<file path="config.mk">
export PLATFORM = sky130hd
export DESIGN_NAME = static_bpred
export DESIGN_NICKNAME = d
export VERILOG_FILES = /design/src/rtl/bpr_pkg.sv /design/src/rtl/bpr_decode.sv /design/src/rtl/bpr_compare.sv /design/src/rtl/bpr_stage.sv /design/src/rtl/static_bpred.sv
export SDC_FILE = /design/constraint.sdc
export NUM_CORES = 1
export LEC_CHECK = 0
export BUFFER_PORTS_ARGS = -buffer_cell sky130_fd_sc_hd__buf_2
export CAP_MARGIN = 0
export CORE_ASPECT_RATIO = 2
export CORE_MARGIN = 2
export CORE_UTILIZATION = 34
export DETAILED_ROUTE_END_ITERATION = 8
export MAX_ROUTING_LAYER = met4
export PLACE_DENSITY = 0.58
export SETUP_SLACK_MARGIN = 0.05
export SLEW_MARGIN = 5
export SYNTH_ARGS = -nofsm -noshare
export SYNTH_HDL_FRONTEND = slang
export SYNTH_HIERARCHICAL = 1
export SYNTH_SLANG_ARGS = --single-unit
</file>
<file path="constraint.sdc">
create_clock -name clk -period 15.4 [get_ports clk]
set_input_delay 3.08 -clock clk [delete_from_list [all_inputs] [get_ports clk]]
set_output_delay 3.08 -clock clk [all_outputs]
set_load 0.1 [all_outputs]
</file>
<file path="src/rtl/bpr_pkg.sv">
package bpr_pkg;

   typedef enum logic [1:0] {
      CF_NONE = 2'd0,
      CF_COND = 2'd1,
      CF_JAL  = 2'd2,
      CF_JALR = 2'd3
   } cf_kind_e;

   localparam int ILEN = 32;

   localparam logic [6:0] OPC_BRANCH = 7'b1100011;
   localparam logic [6:0] OPC_JAL    = 7'b1101111;
   localparam logic [6:0] OPC_JALR   = 7'b1100111;

   // condition base selected by funct3[2:1]; funct3[0] inverts it
   localparam logic [1:0] CB_EQ  = 2'b00;
   localparam logic [1:0] CB_LT  = 2'b10;
   localparam logic [1:0] CB_LTU = 2'b11;

endpackage

</file>
<file path="src/rtl/bpr_decode.sv">
module bpr_decode
   import bpr_pkg::*;
#(
   parameter int XLEN = 32
) (
   input  logic              valid,
   input  logic [ILEN-1:0]   inst,
   input  logic [XLEN-1:0]   pc,
   output cf_kind_e          kind,
   output logic [2:0]        funct3,
   output logic [XLEN-1:0]   target,
   output logic [XLEN-1:0]   imm_i,
   output logic              pred_taken,
   output logic [XLEN-1:0]   pred_pc
);

   localparam int BIMM_W = 13;
   localparam int JIMM_W = 21;
   localparam int IIMM_W = 12;

   logic [6:0]      opcode;
   logic [XLEN-1:0] imm_b;
   logic [XLEN-1:0] imm_j;
   logic [XLEN-1:0] fall_pc;
   logic            sign_bit;

   assign opcode   = inst[6:0];
   assign funct3   = inst[14:12];
   assign sign_bit = inst[ILEN-1];

   assign imm_b = {{(XLEN-BIMM_W){sign_bit}}, sign_bit, inst[7],
                   inst[30:25], inst[11:8], 1'b0};
   assign imm_j = {{(XLEN-JIMM_W){sign_bit}}, sign_bit, inst[19:12],
                   inst[20], inst[30:21], 1'b0};
   assign imm_i = {{(XLEN-IIMM_W){sign_bit}}, inst[31:20]};

   always_comb begin
      kind = CF_NONE;
      unique case (opcode)
         OPC_BRANCH: if (funct3[2:1] != 2'b01) kind = CF_COND;
         OPC_JAL:    kind = CF_JAL;
         OPC_JALR:   if (funct3 == 3'b000) kind = CF_JALR;
         default:    kind = CF_NONE;
      endcase
      if (!valid) kind = CF_NONE;
   end

   assign target  = pc + ((kind == CF_JAL) ? imm_j : imm_b);
   assign fall_pc = pc + XLEN'(4);

   // backward conditional branches and direct jumps are guessed taken
   assign pred_taken = ((kind == CF_COND) && sign_bit) || (kind == CF_JAL);
   assign pred_pc    = pred_taken ? target : fall_pc;

endmodule

</file>
<file path="src/rtl/bpr_compare.sv">
module bpr_compare
   import bpr_pkg::*;
#(
   parameter int XLEN       = 32,
   parameter bit SHARED_SUB = 1'b1
) (
   input  logic [XLEN-1:0] a,
   input  logic [XLEN-1:0] b,
   input  logic [2:0]      funct3,
   output logic            hit
);

   logic is_eq;
   logic is_lt;
   logic is_ltu;
   logic base;

   assign is_eq = (a == b);

   generate
      if (SHARED_SUB) begin : g_shared
         logic [XLEN:0] diff;
         assign diff   = {1'b0, a} - {1'b0, b};
         assign is_ltu = diff[XLEN];
         // signs differ: the negative one is smaller; else unsigned order holds
         assign is_lt  = (a[XLEN-1] ^ b[XLEN-1]) ? a[XLEN-1] : diff[XLEN];
      end else begin : g_split
         assign is_ltu = (a < b);
         assign is_lt  = ($signed(a) < $signed(b));
      end
   endgenerate

   always_comb begin
      unique case (funct3[2:1])
         CB_EQ:   base = is_eq;
         CB_LT:   base = is_lt;
         CB_LTU:  base = is_ltu;
         default: base = 1'b0;
      endcase
   end

   assign hit = base ^ funct3[0];

endmodule

</file>
<file path="src/rtl/bpr_stage.sv">
module bpr_stage
   import bpr_pkg::*;
#(
   parameter int XLEN       = 32,
   parameter bit RESET_DATA = 1'b0
) (
   input  logic            clk,
   input  logic            rst_n,
   input  logic            d_valid,
   input  cf_kind_e        d_kind,
   input  logic [2:0]      d_funct3,
   input  logic [XLEN-1:0] d_pc,
   input  logic [XLEN-1:0] d_target,
   input  logic [XLEN-1:0] d_imm_i,
   input  logic            d_pred,
   output logic            q_valid,
   output cf_kind_e        q_kind,
   output logic [2:0]      q_funct3,
   output logic [XLEN-1:0] q_pc,
   output logic [XLEN-1:0] q_target,
   output logic [XLEN-1:0] q_imm_i,
   output logic            q_pred
);

   always_ff @(posedge clk or negedge rst_n) begin
      if (!rst_n) begin
         q_valid <= 1'b0;
         q_kind  <= CF_NONE;
         q_pred  <= 1'b0;
      end else begin
         q_valid <= d_valid;
         q_kind  <= d_kind;
         q_pred  <= d_pred;
      end
   end

   generate
      if (RESET_DATA) begin : g_rst_data
         always_ff @(posedge clk or negedge rst_n) begin
            if (!rst_n) begin
               q_funct3 <= '0;
               q_pc     <= '0;
               q_target <= '0;
               q_imm_i  <= '0;
            end else begin
               q_funct3 <= d_funct3;
               q_pc     <= d_pc;
               q_target <= d_target;
               q_imm_i  <= d_imm_i;
            end
         end
      end else begin : g_free_data
         always_ff @(posedge clk) begin
            q_funct3 <= d_funct3;
            q_pc     <= d_pc;
            q_target <= d_target;
            q_imm_i  <= d_imm_i;
         end
      end
   endgenerate

   // execute slot carries what decode offered one edge earlier
   p_stage_follows_r8: assert property (@(posedge clk) disable iff (!rst_n)
      $past(rst_n) |-> (q_valid == $past(d_valid)));

   p_stage_kind_r8: assert property (@(posedge clk) disable iff (!rst_n)
      $past(rst_n) |-> (q_kind == $past(d_kind)));

endmodule

</file>
<file path="src/rtl/static_bpred.sv">
module static_bpred
   import bpr_pkg::*;
#(
   parameter int XLEN       = 32,
   parameter bit SHARED_SUB = 1'b1,
   parameter bit RESET_DATA = 1'b0
) (
   input  logic            clk,
   input  logic            rst_n,
   input  logic            dec_valid,
   input  logic [31:0]     dec_inst,
   input  logic [XLEN-1:0] dec_pc,
   output logic            dec_is_ctrl,
   output logic            dec_pred_taken,
   output logic [XLEN-1:0] dec_pred_pc,
   input  logic [XLEN-1:0] ex_rs1,
   input  logic [XLEN-1:0] ex_rs2,
   output logic            ex_valid,
   output logic            ex_taken,
   output logic            ex_mispredict,
   output logic [XLEN-1:0] ex_redirect_pc,
   output logic [XLEN-1:0] ex_link_pc
);

   initial begin
      p_xlen_legal: assert (XLEN == 32 || XLEN == 64)
         else $error("static_bpred: XLEN must be 32 or 64");
   end

   cf_kind_e        d_kind;
   logic [2:0]      d_funct3;
   logic [XLEN-1:0] d_target;
   logic [XLEN-1:0] d_imm_i;

   cf_kind_e        q_kind;
   logic [2:0]      q_funct3;
   logic [XLEN-1:0] q_pc;
   logic [XLEN-1:0] q_target;
   logic [XLEN-1:0] q_imm_i;
   logic            q_pred;
   logic            q_valid;

   logic            cmp_hit;
   logic            rs_taken;
   logic [XLEN-1:0] rs_target;
   logic [XLEN-1:0] jalr_sum;

   bpr_decode #(.XLEN(XLEN)) u_dec (
      .valid      (dec_valid),
      .inst       (dec_inst),
      .pc         (dec_pc),
      .kind       (d_kind),
      .funct3     (d_funct3),
      .target     (d_target),
      .imm_i      (d_imm_i),
      .pred_taken (dec_pred_taken),
      .pred_pc    (dec_pred_pc)
   );

   assign dec_is_ctrl = (d_kind != CF_NONE);

   bpr_stage #(.XLEN(XLEN), .RESET_DATA(RESET_DATA)) u_stage (
      .clk      (clk),
      .rst_n    (rst_n),
      .d_valid  (dec_valid),
      .d_kind   (d_kind),
      .d_funct3 (d_funct3),
      .d_pc     (dec_pc),
      .d_target (d_target),
      .d_imm_i  (d_imm_i),
      .d_pred   (dec_pred_taken),
      .q_valid  (q_valid),
      .q_kind   (q_kind),
      .q_funct3 (q_funct3),
      .q_pc     (q_pc),
      .q_target (q_target),
      .q_imm_i  (q_imm_i),
      .q_pred   (q_pred)
   );

   bpr_compare #(.XLEN(XLEN), .SHARED_SUB(SHARED_SUB)) u_cmp (
      .a      (ex_rs1),
      .b      (ex_rs2),
      .funct3 (q_funct3),
      .hit    (cmp_hit)
   );

   assign jalr_sum = ex_rs1 + q_imm_i;

   always_comb begin
      unique case (q_kind)
         CF_COND: begin rs_taken = cmp_hit; rs_target = q_target; end
         CF_JAL:  begin rs_taken = 1'b1;    rs_target = q_target; end
         CF_JALR: begin rs_taken = 1'b1;    rs_target = {jalr_sum[XLEN-1:1], 1'b0}; end
         default: begin rs_taken = 1'b0;    rs_target = q_target; end
      endcase
   end

   assign ex_valid       = q_valid;
   assign ex_link_pc     = q_pc + XLEN'(4);
   assign ex_taken       = q_valid && rs_taken;
   assign ex_mispredict  = q_valid && (q_kind != CF_NONE) && (rs_taken != q_pred);
   assign ex_redirect_pc = rs_taken ? rs_target : ex_link_pc;

   // backward conditional branch guessed taken
   p_backward_taken_r1: assert property (@(posedge clk) disable iff (!rst_n)
      (d_kind == CF_COND && dec_inst[31]) |-> dec_pred_taken);

   // forward conditional branch falls through to the next word
   p_forward_fall_r2: assert property (@(posedge clk) disable iff (!rst_n)
      (d_kind == CF_COND && !dec_inst[31]) |->
         (!dec_pred_taken && dec_pred_pc == dec_pc + XLEN'(4)));

   // a not-taken outcome restarts at the sequential address
   p_fall_redirect_r5: assert property (@(posedge clk) disable iff (!rst_n)
      (ex_valid && !ex_taken) |-> (ex_redirect_pc == ex_link_pc));

   // direct jumps never mispredict
   p_jal_clean_r6: assert property (@(posedge clk) disable iff (!rst_n)
      (ex_valid && q_kind == CF_JAL) |-> (ex_taken && !ex_mispredict));

   // indirect jumps always redirect to a halfword-aligned address
   p_jalr_redirect_r7: assert property (@(posedge clk) disable iff (!rst_n)
      (ex_valid && q_kind == CF_JALR) |-> (ex_mispredict && !ex_redirect_pc[0]));

   // an empty execute slot stays quiet
   p_bubble_quiet_r8: assert property (@(posedge clk) disable iff (!rst_n)
      !ex_valid |-> (!ex_mispredict && !ex_taken));

endmodule

</file>
---- Word-level counts from Yosys, hierarchy flattened ----
Cells that the tools add are included.
word-level totals
  input bits .............................. 131
  bits in registers ....................... 83
  output and inout port bits .............. 101
  word-level logic and storage cells ...... 48
cells by class
  reduce and logical (&&, ||, !) cells .... 10
  multiplexer cells ....................... 11
  add/subtract/negate cells ............... 5
  equality and inequality tests ........... 13
  bitwise logic cells ..................... 2
operators with widths
  operator                                                         number
  32-bit two-way mux                                               3
  32-bit by 3-bit adder with 32-bit output, second input constant  2
  32-bit adder                                                     2
  32-bit by 32-bit subtractor with 33-bit output                   1
  32-bit == test                                                   1
  7-bit == test, second input constant                             3
  20-bit two-way mux                                               1
  2-bit == test, second input constant                             5
  2-bit one-hot mux with 3 select lines                            1
  2-bit by 1-bit == test with 1-bit output, second input constant  2
  1-bit logical AND                                                4
  2-bit two-way mux                                                2
  2-bit nonzero test                                               2
  3-bit zero test                                                  1
  1-bit one-hot mux with 3 select lines                            1
  2-bit zero test                                                  1
  1-bit two-way mux                                                2
  2-bit by 1-bit != test with 1-bit output, second input constant  1
  1-bit one-hot mux with 2 select lines                            1
  2-bit OR reduction                                               1
  1-bit bitwise XOR                                                2
  1-bit logical OR                                                 1
  1-bit != test                                                    1

---- Logic depth before layout (Yosys ltp) ----
  depth in word-level cells ............... 8
  gate-level depth with buffers ........... 17
  gate-level depth less buffers ........... 15

---- Hierarchy ----
The synthesis kept the hierarchy.
modules (own cells, without submodules)
  module        instances  sequential area each (µm²)  area each (µm²)  cells each
  bpr_decode    1          0.0                         3131.8           458
  static_bpred  1          0.0                         2941.6           462
  bpr_stage     1          2082.0                      2082.0           103
  bpr_compare   1          0.0                         927.1            122

---- Worst setup path before layout ----
No wires, ideal clock.
  kind .................................... input to output
  from .................................... input dec_inst[4]
  to ...................................... output dec_pred_pc[15]
  path slack .............................. 4.292 ns
  cell stages on the path ................. 15
  data arrival time ....................... 8.028 ns
  required time ........................... 12.320 ns
  path buffers ............................ 2
  cells stage by stage .................... nand4b_1 nor2_1 and2_1 clkbuf_1 clkbuf_1 mux2_2 ha_1 o211ai_1 a21oi_1 o21ai_0 a21oi_1 o21ai_0 a21boi_0 o21a_1 o31ai_1
between the ends
  longest elaborated chain between the ends .. 7
  elaborated cells between the ends (all ways) .. 12
  those cells by class .................... add/sub: 1; eq/ne: 5; mux: 4; reduce/logical: 2
ends and longest elaborated chain
  element                                                                           RTL line                            source
  start: declaration                                                                static_bpred.sv:11                  input logic [31:0] dec_inst,
  7-bit == test                                                                     bpr_decode.sv:39                    unique case (opcode)
  2-bit one-hot mux with 3 select lines *                                           bpr_decode.sv:39
  2-bit two-way mux *                                                               bpr_decode.sv:45                    if (!valid) kind = CF_NONE;
  2-bit == test / 2-bit by 1-bit == test with 1-bit output (equally long branches)  bpr_decode.sv:48, bpr_decode.sv:52
  20-bit two-way mux / 1-bit logical AND (equally long branches)                    bpr_decode.sv:48, bpr_decode.sv:52
  32-bit adder / 1-bit logical OR (equally long branches)                           bpr_decode.sv:48, bpr_decode.sv:52
  32-bit two-way mux *                                                              bpr_decode.sv:53                    assign pred_pc = pred_taken ? target : fall_pc;
  end: declaration                                                                  static_bpred.sv:15                  output logic [XLEN-1:0] dec_pred_pc,
Mark *: on every way between the ends. The rest lies on a longest branch, timed or not.

---- Final worst setup path ----
  from .................................... input dec_inst[4]
  to ...................................... output dec_pred_pc[31]
Same word-level chain as after synthesis.

==> results_dict.tcl <==
set metrics [dict create \
    synth-seq-cells 103 \
    setup_viol 0 \
    cts_buffers 9 \
    postCtsHoldBufs 0 \
    fin_crit_ns 10.84 \
    drv_cap 0 \
    path_depth 17 \
    hold_class "in2async" \
    yosysUniqueCellTypes 85 \
    grt_util_met2_pct 41.9 \
    switching_share_pct 42.3 \
    dieArea_um2 28100 \
    boundaryPins 232 \
    postSynthCellCount 1145 \
    arrival_ns 7.76 \
    p_int_uw 532 \
    syn-cell-area_um2 9080 \
    first_pass_iters 5 \
    comb_power_share_pct 41.3 \
    start_util_pct 34.6 \
    grt_overflow_total 0 \
    fin_nets 1543 \
    synth_nets 1373 \
    clockPowerShare_pct 25.4 \
    power_frac_seq_pct 33.3 \
    syn_to_final_growth_pct 15.9 \
    setup_tns_ns 0 \
    routed_wl_um 32200 \
    p_sw_uw 391 \
    grt_antenna_before_repair 3 \
    power_density_nw_per_um2 87.7 \
    path_delay_family "compound AO/OA/AOI/OAI gates" \
    crit_chain "buf_2 > nand4b_1 > nor2_1 > and2_1 > mux2_2 > ha_1 > inv_1 > fa_1 > nand2b_1 > a21oi_1 > o21ai_0 > a211oi_1 > o21ai_0 > and2_1 > o211ai_1 > xnor2_1 > buf_2" \
    place.gp.congestion 0.992 \
    drtIter0Drc 338 \
    layout_commonest_cell "buf_2" \
    path_class "in2out" \
    max_stage_delay_ns 0.62 \
    clockBufferDepth 2 \
    crit_buf_inv 3 \
    critPathLaunchType "input port" \
    die-width_um 120 \
    yosys_warnings 6 \
    critical-path-slowest-cell "and2_1" \
    drive_gt1_share_pct 23.0 \
    core_area_um2 26300 \
    rsz0062_at_grt "false" \
    cp.required_ns 12.32 \
    critical_path.max_fanout 15 \
    postCtsSetupRepairBufs 0 \
    crit_path_start "dec_inst[4]" \
    grt_max_degree 41 \
    end_kind "output pin" \
    io_buffers 231 \
    max_freq_ghz 0.0922 \
    status "completed" \
    crit_end "dec_pred_pc[31]" \
    ir_drop_uv 54.5 \
    hold_viol_final 0 \
    synth.avg_cell_area_um2 7.93 \
    grt.total_usage_pct 23.2 \
    drv_slew 0 \
    finalCritPeriodShare_pct 70.4 \
    vias 8888 \
    leakagePower_uw 0.00493 \
    cts_resized 0 \
    synth-seq-area-share_pct 22.9 \
    synth-edff-count 0 \
    clkTransAtPathRegs_ns 0.08 \
    synth_flop_cell "dfxtp_1" \
    dp_hpwl_um 27400 \
    grt_use_met3_pct 2.13 \
    grt_pass1_vias 9034 \
    clock_sink_count 103 \
    worst_slew_pin_slew_ns 0.904 \
    synthArstFlopShare_pct 3.88 \
    grt-busiest-layer "met2" \
    cts-root-buf "clkbuf_16" \
    final_cell_mix "231 x buf_2, 112 x nand2_1, 99 x dfxtp_1" \
    wl_per_cell_um 19.3 \
    cts_tree "done" \
    drtAntennaViolNets 0 \
    drc 0 \
    die_h_um 235 \
    std_cell_rows 84 \
    fin_hold_ws_ns 2.51 \
    maxSlewHeadroom_pct 39.2 \
    gr-usage-met1_pct 22.9 \
    cts_max_level 3 \
    viasPerCell 5.33 \
    grt_pass1_wl_um 48800 \
]
==> power by group through the flow <==
stage,Sequential (µW),Clock [µW],Combinational (µW)
after floorplan,312,0,289
after global placement,313,0,380
final,307,235,381
after global routing,310,248,408
after detailed placement,313,0,379
after CTS,307,238,381
==> layout make-up <==
class | count | area, µm²
multi-input cells | 909 | 6300
repair buffers | 238 | 1210
well taps | 344 | 430
clock inverters | 4 | 56.3
inverters | 54 | 203
diodes | 3 | 7.51
clock buffers | 12 | 236
fillers | 2787 | 15700
flip-flops and latches | 103 | 2080
==> metal layers <==
layer | routed length (µm) | vias to the layer above
li1 | - | 4411
met1 | 11800 | 4107
met2 | 17100 | 279
met3 | 1060 | 91
met4 | 2300 | 0
met5 | 0 | -
==> worst min-delay path by stage <==
| stage | slack (ns) | from | to |
|---|---|---|---|
| floorplan | 2.78 | rst_n | u_stage/q_kind[0]$_DFF_PN0_ |
| detailed placement | 2.90 | rst_n | u_stage/q_valid$_DFF_PN0_ |
| finish | 2.51 | rst_n | u_stage/q_valid$_DFF_PN0_ |
| global placement | 2.89 | rst_n | u_stage/q_valid$_DFF_PN0_ |
| global route | 2.50 | rst_n | u_stage/q_valid$_DFF_PN0_ |
| CTS | 2.50 | rst_n | u_stage/q_valid$_DFF_PN0_ |
==> synthesized netlist by cell type, types with 8 or more instances <==
| cell | instances | area (µm²) |
|---|---|---|
| and2_1 | 10 | 62.6 |
| dfxtp_1 | 99 | 1980 |
| xor2_1 | 51 | 447 |
| nand3_1 | 55 | 275 |
| nand2b_1 | 8 | 50.1 |
| a21oi_1 | 99 | 495 |
| a22oi_1 | 11 | 82.6 |
| mux2_2 | 15 | 169 |
| inv_1 | 54 | 203 |
| nand4_1 | 27 | 169 |
| a21o_1 | 44 | 330 |
| o211ai_1 | 8 | 60.1 |
| o21ai_0 | 67 | 335 |
| nor3_1 | 17 | 85.1 |
| xnor2_1 | 56 | 490 |
| buf_4 | 37 | 278 |
| a211oi_1 | 10 | 75.1 |
| nor2_1 | 72 | 270 |
| clkbuf_1 | 30 | 113 |
| nor2b_1 | 13 | 81.3 |
| a31oi_1 | 14 | 87.6 |
| nand2_1 | 112 | 420 |
| o21a_1 | 9 | 67.6 |
| and3_1 | 18 | 113 |
| ha_1 | 95 | 1190 |
==> flip-flops by register name (all words and copies together), names as in the netlist <==
register          flops
u_stage/q_funct3      3
u_stage/q_imm_i      32
u_stage/q_kind        2
u_stage/q_pc         32
u_stage/q_pred        1
u_stage/q_target     32
u_stage/q_valid       1
==> kinds of logic (layout without fill, tap and decap cells) <==
family | after synthesis | after routing | share of synthesized area, %
AOI/OAI and AO/OA | 315 | 315 | 22.4
muxes | 19 | 19 | 2.30
other | 0 | 3 | 0
adders and majority gates | 97 | 97 | 13.5
and+or+nand+nor | 371 | 371 | 20.8
buffers and inverters | 133 | 308 | 7.71
xor gates and xnor gates | 107 | 107 | 10.3
DFF | 103 | 103 | 22.9
==> per-stage QoR <==
| step | instance area, µm² | instances | setup slack (ns) | total power (µW) | utilization [%] |
|---|---|---|---|---|---|
| floorplan | 9080 | 1145 | 4.29 | 600 | - |
| global placement | 10200 | 1648 | 4.77 | 692 | 38.9 |
| detailed placement | 10200 | 1648 | 4.66 | 692 | 38.9 |
| CTS | 10500 | 1664 | 4.65 | 926 | 40.0 |
| global route | 10500 | 1667 | 4.45 | 965 | 40.1 |
| finish | 10500 | 1667 | 4.56 | 923 | 40.1 |
No activity file was read; power rests on OpenSTA's default activity.
